===== config.mk =====
export PLATFORM = sky130hd
export DESIGN_NAME = mfc_timebase
export DESIGN_NICKNAME = d
export VERILOG_FILES = /design/src/rtl/mfc_pkg.sv /design/src/rtl/mfc_sysref_sync.sv /design/src/rtl/mfc_phase_cnt.sv /design/src/rtl/mfc_timebase.sv
export SDC_FILE = /design/constraint.sdc
export NUM_CORES = 1
export LEC_CHECK = 0
export ABC_AREA = 1
export BUFFER_PORTS_ARGS = -buffer_cell sky130_fd_sc_hd__buf_2
export CORE_AREA = 2 2 39 41
export CTS_CLUSTER_SIZE = 8
export DETAILED_ROUTE_END_ITERATION = 7
export DIE_AREA = 0 0 41 43
export GPL_TIMING_DRIVEN = 0
export HOLD_SLACK_MARGIN = 0.1
export PLACE_DENSITY_LB_ADDON = 0.2
export SYNTH_ARGS = -nofsm -noshare
export SYNTH_HDL_FRONTEND = slang
export SYNTH_SLANG_ARGS = --single-unit

===== constraint.sdc =====
create_clock -name clk -period 1.1 [get_ports clk]
set_input_delay 0.22 -clock clk [delete_from_list [all_inputs] [get_ports clk]]
set_output_delay 0.22 -clock clk [all_outputs]
set_load 0.02 [all_outputs]

===== src/rtl/mfc_pkg.sv =====
package mfc_pkg;

    // Link-clock cycles per multiframe: F*K octets, four octets per clock.
    function automatic int unsigned mf_cycles(input int unsigned f_oct, input int unsigned k_frm);
        return (f_oct * k_frm) / 4;
    endfunction

    // Width of a counter that must hold 0 .. len-1.
    function automatic int unsigned cnt_width(input int unsigned len);
        return (len <= 2) ? 1 : $clog2(len);
    endfunction

endpackage


===== src/rtl/mfc_sysref_sync.sv =====
module mfc_sysref_sync #(
    parameter int unsigned STAGES = 2
) (
    input  logic clk,
    input  logic rst,
    input  logic sysref_i,
    output logic rise_o
);
    localparam int unsigned HIST = STAGES + 1;

    typedef struct packed {
        logic [HIST-1:0] sh;
    } sync_st_t;

    sync_st_t st_d, st_q;

    always_comb begin
        st_d    = st_q;
        st_d.sh = {st_q.sh[HIST-2:0], sysref_i};
    end

    always_ff @(posedge clk) begin
        if (rst) st_q <= '0;
        else     st_q <= st_d;
    end

    // Edge is formed from the last synchronized sample and the one before it.
    assign rise_o = st_q.sh[STAGES-1] & ~st_q.sh[STAGES];

    generate
        if (STAGES < 2) begin : g_bad_stages
            $error("mfc_sysref_sync needs at least two synchronizer stages");
        end
    endgenerate

    AST_EDGE_SINGLE: assert property (@(posedge clk) disable iff (rst)
        rise_o |=> !rise_o) else $error("strobe edge lasted two cycles");

endmodule


===== src/rtl/mfc_phase_cnt.sv =====
module mfc_phase_cnt
    import mfc_pkg::*;
#(
    parameter  int unsigned MF_LEN = 8,
    localparam int unsigned CW     = cnt_width(MF_LEN)
) (
    input  logic          clk,
    input  logic          rst,
    input  logic          rise_i,
    output logic [CW-1:0] count_o,
    output logic          aligned_o,
    output logic          phase_err_o
);
    localparam logic [CW-1:0] LAST = CW'(MF_LEN - 1);

    typedef struct packed {
        logic [CW-1:0] cnt;
        logic          aligned;
        logic          err;
    } cnt_st_t;

    cnt_st_t       st_d, st_q;
    logic [CW-1:0] cnt_free;
    logic          on_phase;

    always_comb begin
        cnt_free = (st_q.cnt == LAST) ? '0 : st_q.cnt + CW'(1);
        on_phase = (cnt_free == '0);
        st_d     = st_q;
        st_d.cnt = cnt_free;
        if (rise_i) begin
            if (!st_q.aligned) begin
                st_d.cnt     = '0;
                st_d.aligned = 1'b1;
            end else if (!on_phase) begin
                st_d.cnt = '0;
                st_d.err = 1'b1;
            end
        end
    end

    always_ff @(posedge clk) begin
        if (rst) st_q <= '0;
        else     st_q <= st_d;
    end

    assign count_o     = st_q.cnt;
    assign aligned_o   = st_q.aligned;
    assign phase_err_o = st_q.err;

    AST_COUNT_RANGE: assert property (@(posedge clk) disable iff (rst)
        count_o <= LAST) else $error("count beyond multiframe");
    AST_ALIGN_STICKY: assert property (@(posedge clk) disable iff (rst)
        aligned_o |=> aligned_o) else $error("aligned dropped");
    AST_ERR_STICKY: assert property (@(posedge clk) disable iff (rst)
        phase_err_o |=> phase_err_o) else $error("phase error dropped");
    AST_ERR_AFTER_ALIGN: assert property (@(posedge clk) disable iff (rst)
        phase_err_o |-> aligned_o) else $error("error without alignment");
    AST_REALIGN_ZERO: assert property (@(posedge clk) disable iff (rst)
        (rise_i && (!aligned_o || !on_phase)) |=> (count_o == '0 && aligned_o))
        else $error("realign did not zero count");

endmodule


===== src/rtl/mfc_timebase.sv =====
module mfc_timebase
    import mfc_pkg::*;
#(
    parameter  int unsigned F_OCTETS  = 2,
    parameter  int unsigned K_FRAMES  = 16,
    localparam int unsigned MF_LEN    = mf_cycles(F_OCTETS, K_FRAMES),
    localparam int unsigned CNT_W     = cnt_width(MF_LEN)
) (
    input  logic             clk,
    input  logic             rst,
    input  logic             sysref_i,
    output logic [CNT_W-1:0] mf_count_o,
    output logic             mf_edge_o,
    output logic             aligned_o,
    output logic             phase_err_o
);
    generate
        if ((F_OCTETS * K_FRAMES) % 4 != 0) begin : g_bad_fk
            $error("F*K must be a multiple of four octets");
        end
        if (MF_LEN < 2) begin : g_short_mf
            $error("multiframe must span at least two link clocks");
        end
    endgenerate

    logic rise;

    mfc_sysref_sync #(
        .STAGES (2)
    ) u_sync (
        .clk      (clk),
        .rst      (rst),
        .sysref_i (sysref_i),
        .rise_o   (rise)
    );

    mfc_phase_cnt #(
        .MF_LEN (MF_LEN)
    ) u_cnt (
        .clk         (clk),
        .rst         (rst),
        .rise_i      (rise),
        .count_o     (mf_count_o),
        .aligned_o   (aligned_o),
        .phase_err_o (phase_err_o)
    );

    assign mf_edge_o = (mf_count_o == '0);

    AST_ERR_NEEDS_EDGE: assert property (@(posedge clk) disable iff (rst)
        (!phase_err_o && !rise) |=> !phase_err_o) else $error("error without strobe");

endmodule


==> results of run 1 <==
cell usage in the layout, fill, tap and decap left out:
cell type and count:
inv_1 7, nor2_1 6, buf_2 5, buf_6 5
dfxtp_1 5, inv_2 3, nand2_1 3, ha_4 3
clkbuf_4 3, inv_4 2, nand2_2 2, nor2_2 2
buf_4 2, dfxtp_4 2, a21oi_1 1, nand3_2 1
a21oi_2 1, clkbuf_1 1, dfxtp_2 1
sequential cells by signal, summed over array words and instances, names as in the netlist:
signal,flops
u_cnt.aligned_o,1
u_cnt.count_o,3
u_cnt.phase_err_o,1
u_sync.st_q,3
timing repair:
action / in CTS / in global routing
pin swaps: 3 / 8
setup endpoints to repair: 2 / 5
setup buffers: 3 / 1
gates resized for setup: 9 / 11
per-layer routing:
layer  wire, um  up-vias  share of wire  GRT usage
met4         10        0          0.018     0.0600
met5          0        -              0          0
li1           -      144              -          -
met1        209      113           0.38     0.0649
met3         45        2          0.082     0.0628
met2        284       10           0.52      0.131
power by group:
group / switching, uW / internal (uW) / total (uW)
clock network: 99.1 / 139 / 238
registers: 12.9 / 307 / 320
logic: 78.9 / 79.2 / 158
total: 191 / 525 / 716
through the flow:
step           hold WS (ns)  setup WS (ns)  total power (uW)  TNS [ns]  cells
2_1_floorplan         0.282         0.0249               389         0     39
3_3_place_gp          0.391        0.00394               419         0     63
3_5_place_dp          0.396        -0.0100               422   -0.0100     63
4_1_cts               0.171         -0.167               703    -0.329     70
5_1_grt               0.169         -0.189               767    -0.364     71
6_report              0.176         -0.121               716    -0.232     71
worst max-delay path by stage:
stage	start	to	slack, ns	cells after the start
after floorplan	u_cnt.count_o[0]	mf_edge_o	0.02	4
after global placement	u_cnt.count_o[1]	u_cnt.phase_err_o	0.004	7
after detailed placement	u_cnt.count_o[1]	u_cnt.phase_err_o	-0.01	7
after CTS	u_cnt.count_o[1]	mf_edge_o	-0.17	5
after global routing	u_cnt.count_o[1]	mf_edge_o	-0.19	5
final	u_cnt.count_o[1]	mf_edge_o	-0.12	5
worst register-to-register path: stages (launching register included):
cell and delay, ns:
dfxtp_4 0.35, buf_6 0.12, ha_4 0.16, ha_4 0.25, inv_2 0.03, nand3_2 0.06, nand2_2 0.05, a21oi_2 0.12
area by class of cell:
class	count	area share
clock buffers	4	0.0506
inverters	12	0.0964
multi-input cells	19	0.304
repair buffers	12	0.186
flip-flops and latches	8	0.325
well taps	16	0.0386
cell families (layout without fill, tap and decap cells):
logic type / Yosys count / count (layout) / share of synthesized area
AND/OR/NAND/NOR: 14 / 14 / 0.187
flip-flops: 8 / 8 / 0.508
adder cells (fa/ha/maj): 3 / 3 / 0.119
AO/OA/AOI/OAI: 2 / 2 / 0.0436
buffers and inverters: 12 / 28 / 0.143
==> run_results.csv, run 1 <==
group,metric,value,unit
setup_path,cp_num_buf_inv,3,
sta,rsz0062_at_grt,"yes",
finish,register_area,169,um^2
place,gp_congestion,0.609,
floorplanning,die_y,43,um
setup_path,worstPathMaxFanout,2,
drt,wire_per_inst,7.73,um
floorplanning,io_pins,9,
synthesis,synth_area,315,um^2
setup_path,start_kind,"flip-flop",
clock_tree,numClockSinks,8,
clock_tree,clk_path_buf_depth,2,
drt,drt-pass1-iter-count,2,
synthesis,synthTopCellsByArea,"dfxtp_1, inv_1, ha_1",
worst_hold_path,holdPathEnd,"u_sync.st_q[0]",
setup_path,worstPathRequired,0.88,ns
clock_tree,cts_tree,"built",
setup_path,slowest_delay,0.35,ns
clock_tree,clk_latency,0.25,ns
pwr,p_leak,0.000235,uW
sta,setup_violations,2,
setup_path,path_cells,"inv_4 -> ha_4 -> inv_2 -> nor2_2 -> buf_6",
clock_tree,cts_made_buffers,3,
setup_path,cp.arrival,1.00,ns
worst_hold_path,min_from,"sysref_i",
synthesis,synth_edf_count,0,
floorplanning,rows,14,
setup_path,cpMaxStageDelayCell,"dfxtp_4",
place,dpl.hpwl,409,um
synthesis,synth_fp_nets,45,
setup_path,ff2ff_path_depth,7,
finish,multiInputGateArea,158,um^2
sta,fin_skew,0.00600,ns
clock_tree,cts_hold_buf,0,
global_routing,overflow,0,
worst_hold_path,holdPathStages,3,
outcome,status,"finished with violations",
global_routing,track_usage,0.0836,
clock_tree,clockRootBuffer,"clkbuf_4",
finish,nets,62,
setup_path,reg2reg_from,"u_cnt.count_o[0]",
setup_path,cpLargestDelayFamily,"flip-flops",
floorplanning,die_x,41,um
synthesis,ys_ff_latch,8,
global_routing,grt_first_pass_wirelength,876,um
synthesis,avgSynthCellArea,8.08,um^2
synthesis,syn_inst,39,
floorplanning,start_util,0.228,
setup_path,rrSetupSlack,-0.11,ns
pwr,p_per_area,1380,nW/um^2
sta,slew_headroom,0.921,
setup_path,end_kind,"output pin",
outcome,failed_checks,"negative setup slack",
drt,dr.first_iter.drc_count,2,
finish,areaGrowthSynthToFinish,64.7,%
synthesis,synth.most_common_cell,"inv_1",
drt,routed_wl,549,um
drt,vias,269,
setup_path,rr_endpoint,"u_cnt.phase_err_o",
synthesis,synth_top_cell_by_area,"dfxtp_1",
drt,ant_nets,0,
sta,worst_slack,-0.121,ns
sta,hold_viol,0,
finish,finish.utilization,0.375,
sta,period_minus_slack,1.22,ns
place,placed_area,408,um^2
synthesis,synth_top_cells_by_count,"inv_1, dfxtp_1, nor2_1",
finish,layout-drive-gt1-share,0.582,
finish,final_cell_area,519,um^2
clock_tree,ctsHtreeMaxLevel,1,
drt,vias_per_cell,3.79,
finish,fillers,152,
place,portBuffers,8,
flow_run,cap_violations,0,
global_routing,grt_max_degree,7,
global_routing,grt_pass1_vias,244,
finish,n_antenna_cell,0,
sta,final_max_slew_viol_count,0,
synthesis,synth_top_cell_area_share,0.508,
synthesis,synth_warnings,0,
synthesis,ys_seq_area_frac,0.508,
synthesis,synth_cell_type_count,11,
drt,drc_errors,0,
floorplanning,die_area,1760,um^2
worst_hold_path,hp-class,"in2reg",
sta,worstMarginPinSlew,0.119,ns
sta,fin_crit_sh,1.11,
setup_path,path_class,"reg2out",
sta,timing.fmax,819,MHz
synthesis,ys_async_sr_fraction,0,
clock_tree,clk_pin_slew,0.06,ns
pwr,peakVddDrop,0.746,mV
global_routing,antenna_found_initial,0,
synthesis,yosys_most_used_dff,"dfxtp_1",
floorplanning,core,1380,um^2
No activity file was read; power rests on OpenSTA's default activity.
==> inputs of run 2 (changes only) <==
Settings changed: ABC_AREA 1 to unset.
==> run_results.csv, run 2 <==
group,metric,value,unit
finish,nets,48,
finish,areaGrowthSynthToFinish,62.4,%
setup_path,ff2ff_path_depth,5,
sta,worstMarginPinSlew,0.184,ns
drt,vias_per_cell,4.05,
synthesis,synth_top_cell_by_area,"dfxtp_1",
sta,rsz0062_at_grt,"yes",
sta,timing.fmax,809,MHz
floorplanning,die_y,43,um
synthesis,synth_warnings,0,
clock_tree,cts_made_buffers,3,
sta,hold_viol,0,
clock_tree,clockRootBuffer,"clkbuf_4",
drt,vias,231,
synthesis,yosys_most_used_dff,"dfxtp_1",
setup_path,worstPathMaxFanout,2,
synthesis,synth_cell_type_count,12,
synthesis,synth_top_cells_by_count,"dfxtp_1, nor2b_1, ha_1, nor2_1, inv_1",
synthesis,ys_async_sr_fraction,0,
clock_tree,clk_pin_slew,0.06,ns
synthesis,synth.most_common_cell,"dfxtp_1",
outcome,status,"finished with violations",
pwr,p_leak,0.000203,uW
pwr,p_per_area,1410,nW/um^2
drt,drt-pass1-iter-count,1,
global_routing,grt_pass1_vias,224,
setup_path,critPathLaunch,"u_cnt.count_o[0]",
finish,n_antenna_cell,0,
sta,worst_slack,-0.136,ns
worst_hold_path,hp-class,"in2reg",
clock_tree,clk_path_buf_depth,2,
sta,fin_crit_sh,1.12,
synthesis,synth_top_cell_area_share,0.522,
setup_path,rr_endpoint,"u_cnt.phase_err_o",
global_routing,track_usage,0.0827,
setup_path,start_kind,"flip-flop",
floorplanning,core,1380,um^2
global_routing,antenna_found_initial,0,
clock_tree,cts_hold_buf,0,
drt,wire_per_inst,9.12,um
floorplanning,rows,14,
clock_tree,ctsHtreeMaxLevel,1,
pwr,power,704,uW
clock_tree,cts_tree,"built",
synthesis,syn_inst,27,
finish,fillers,151,
synthesis,ys_ff_latch,8,
sta,slew_headroom,0.877,
sta,final_max_slew_viol_count,0,
setup_path,cp.arrival,1.02,ns
drt,ant_nets,0,
setup_path,path_class,"reg2out",
setup_path,rrSetupSlack,-0.12,ns
place,portBuffers,8,
sta,setup_violations,4,
flow_run,cap_violations,0,
drt,routed_wl,520,um
floorplanning,io_pins,9,
setup_path,setup.worst_path.end,"mf_edge_o",
finish,final_cell_mix,"buf_2, dfxtp_1",
synthesis,synth_area,307,um^2
floorplanning,die_x,41,um
global_routing,grt_max_degree,9,
setup_path,reg2reg_from,"u_cnt.count_o[0]",
floorplanning,start_util,0.222,
synthesis,ys_seq_area_frac,0.522,
sta,period_minus_slack,1.24,ns
drt,dr.first_iter.drc_count,0,
sta,fin_skew,0.00375,ns
synthesis,synth_fp_nets,33,
finish,final_cells,57,
setup_path,end_kind,"output pin",
synthesis,avgSynthCellArea,11.4,um^2
drt,drc_errors,0,
floorplanning,die_area,1760,um^2
global_routing,overflow,0,
global_routing,grt_first_pass_wirelength,924,um
clock_tree,numClockSinks,8,
finish,layout-drive-gt1-share,0.683,
pwr,peakVddDrop,0.434,mV
finish,reg.largest.list,"u_cnt.count_o: 3 flops, u_sync.st_q: 3 flops",
setup_path,worstPathRequired,0.88,ns
outcome,failed_checks,"negative setup slack",
clock_tree,clk_latency,0.25,ns
place,dp_cells,51,
finish,finish.utilization,0.360,
synthesis,synthTopCellsByArea,"dfxtp_1, ha_1, nor2b_1",
place,gp_congestion,0.650,
synthesis,synth_edf_count,0,
## run 2: cell count changes after synthesis, moves of 4 or more
cell / previous run / this run
nor2_1: 7 / 3
inv_1: 11 / 2
nor2b_1: 0 / 4
nand2_1: 4 / 0
## run 2: where the power goes
group,switching [uW],internal (uW)
Combinational,69.4,78.8
Clock,98.3,139
Sequential,12.0,307
Total,180,524
## run 2: worst max-delay path, stage by stage (launching register included)
cell and delay [ns]:
dfxtp_4 0.35, inv_4 0.04, ha_4 0.14, nor2b_4 0.11
buf_6 0.12
## run 2: timing repair
item | CTS | global route
endpoints found under the setup margin | 2 | 7
buffers inserted | 2 | 0
gates resized for setup | 11 | 6
pin swaps | 2 | 1
## run 2: cell families (layout without fill, tap and decap cells)
kind of cell | Yosys count | count (layout) | share of synthesized area
and+or+nand+nor | 11 | 11 | 0.237
DFF | 8 | 8 | 0.522
adders and majority gates | 3 | 3 | 0.122
AOI/OAI and AO/OA | 3 | 3 | 0.0939
buffers and inverters | 2 | 16 | 0.0245
## run 2: final cells by class
class,count,area [um^2],area share
multi-input cells,17,201,0.405
flip-flops and latches,8,166,0.334
repair buffers,10,73.8,0.148
clock buffers,4,26.3,0.0528
well taps,16,20.0,0.0402
inverters,2,10.0,0.0201
## run 2: per-layer routing
metal | routed length [um] | vias up | track usage
met5 | 0 | - | 0
li1 | - | 117 | -
met3 | 38 | 0 | 0.0314
met1 | 203 | 107 | 0.0882
met4 | 0 | 0 | 0.0800
met2 | 277 | 7 | 0.116
## run 2: how the worst min path moves through the flow
stage                   startpoint           endpoint  cells after the start
floorplan                      rst  u_cnt.phase_err_o                      1
global placement    u_sync.st_q[0]     u_sync.st_q[1]                      1
detailed placement  u_sync.st_q[0]     u_sync.st_q[1]                      1
CTS                       sysref_i     u_sync.st_q[0]                      2
global route              sysref_i     u_sync.st_q[0]                      2
finish                    sysref_i     u_sync.st_q[0]                      2
## run 2: through the flow
stage	setup WS, ns	cell area, um^2	setup TNS [ns]	hold WS [ns]
after floorplan	-0.00183	329	-0.00183	0.285
after global placement	-0.0121	389	-0.0121	0.430
after detailed placement	-0.0144	389	-0.0174	0.430
after CTS	-0.150	477	-0.363	0.166
after global routing	-0.185	498	-0.572	0.164
final	-0.136	498	-0.308	0.178
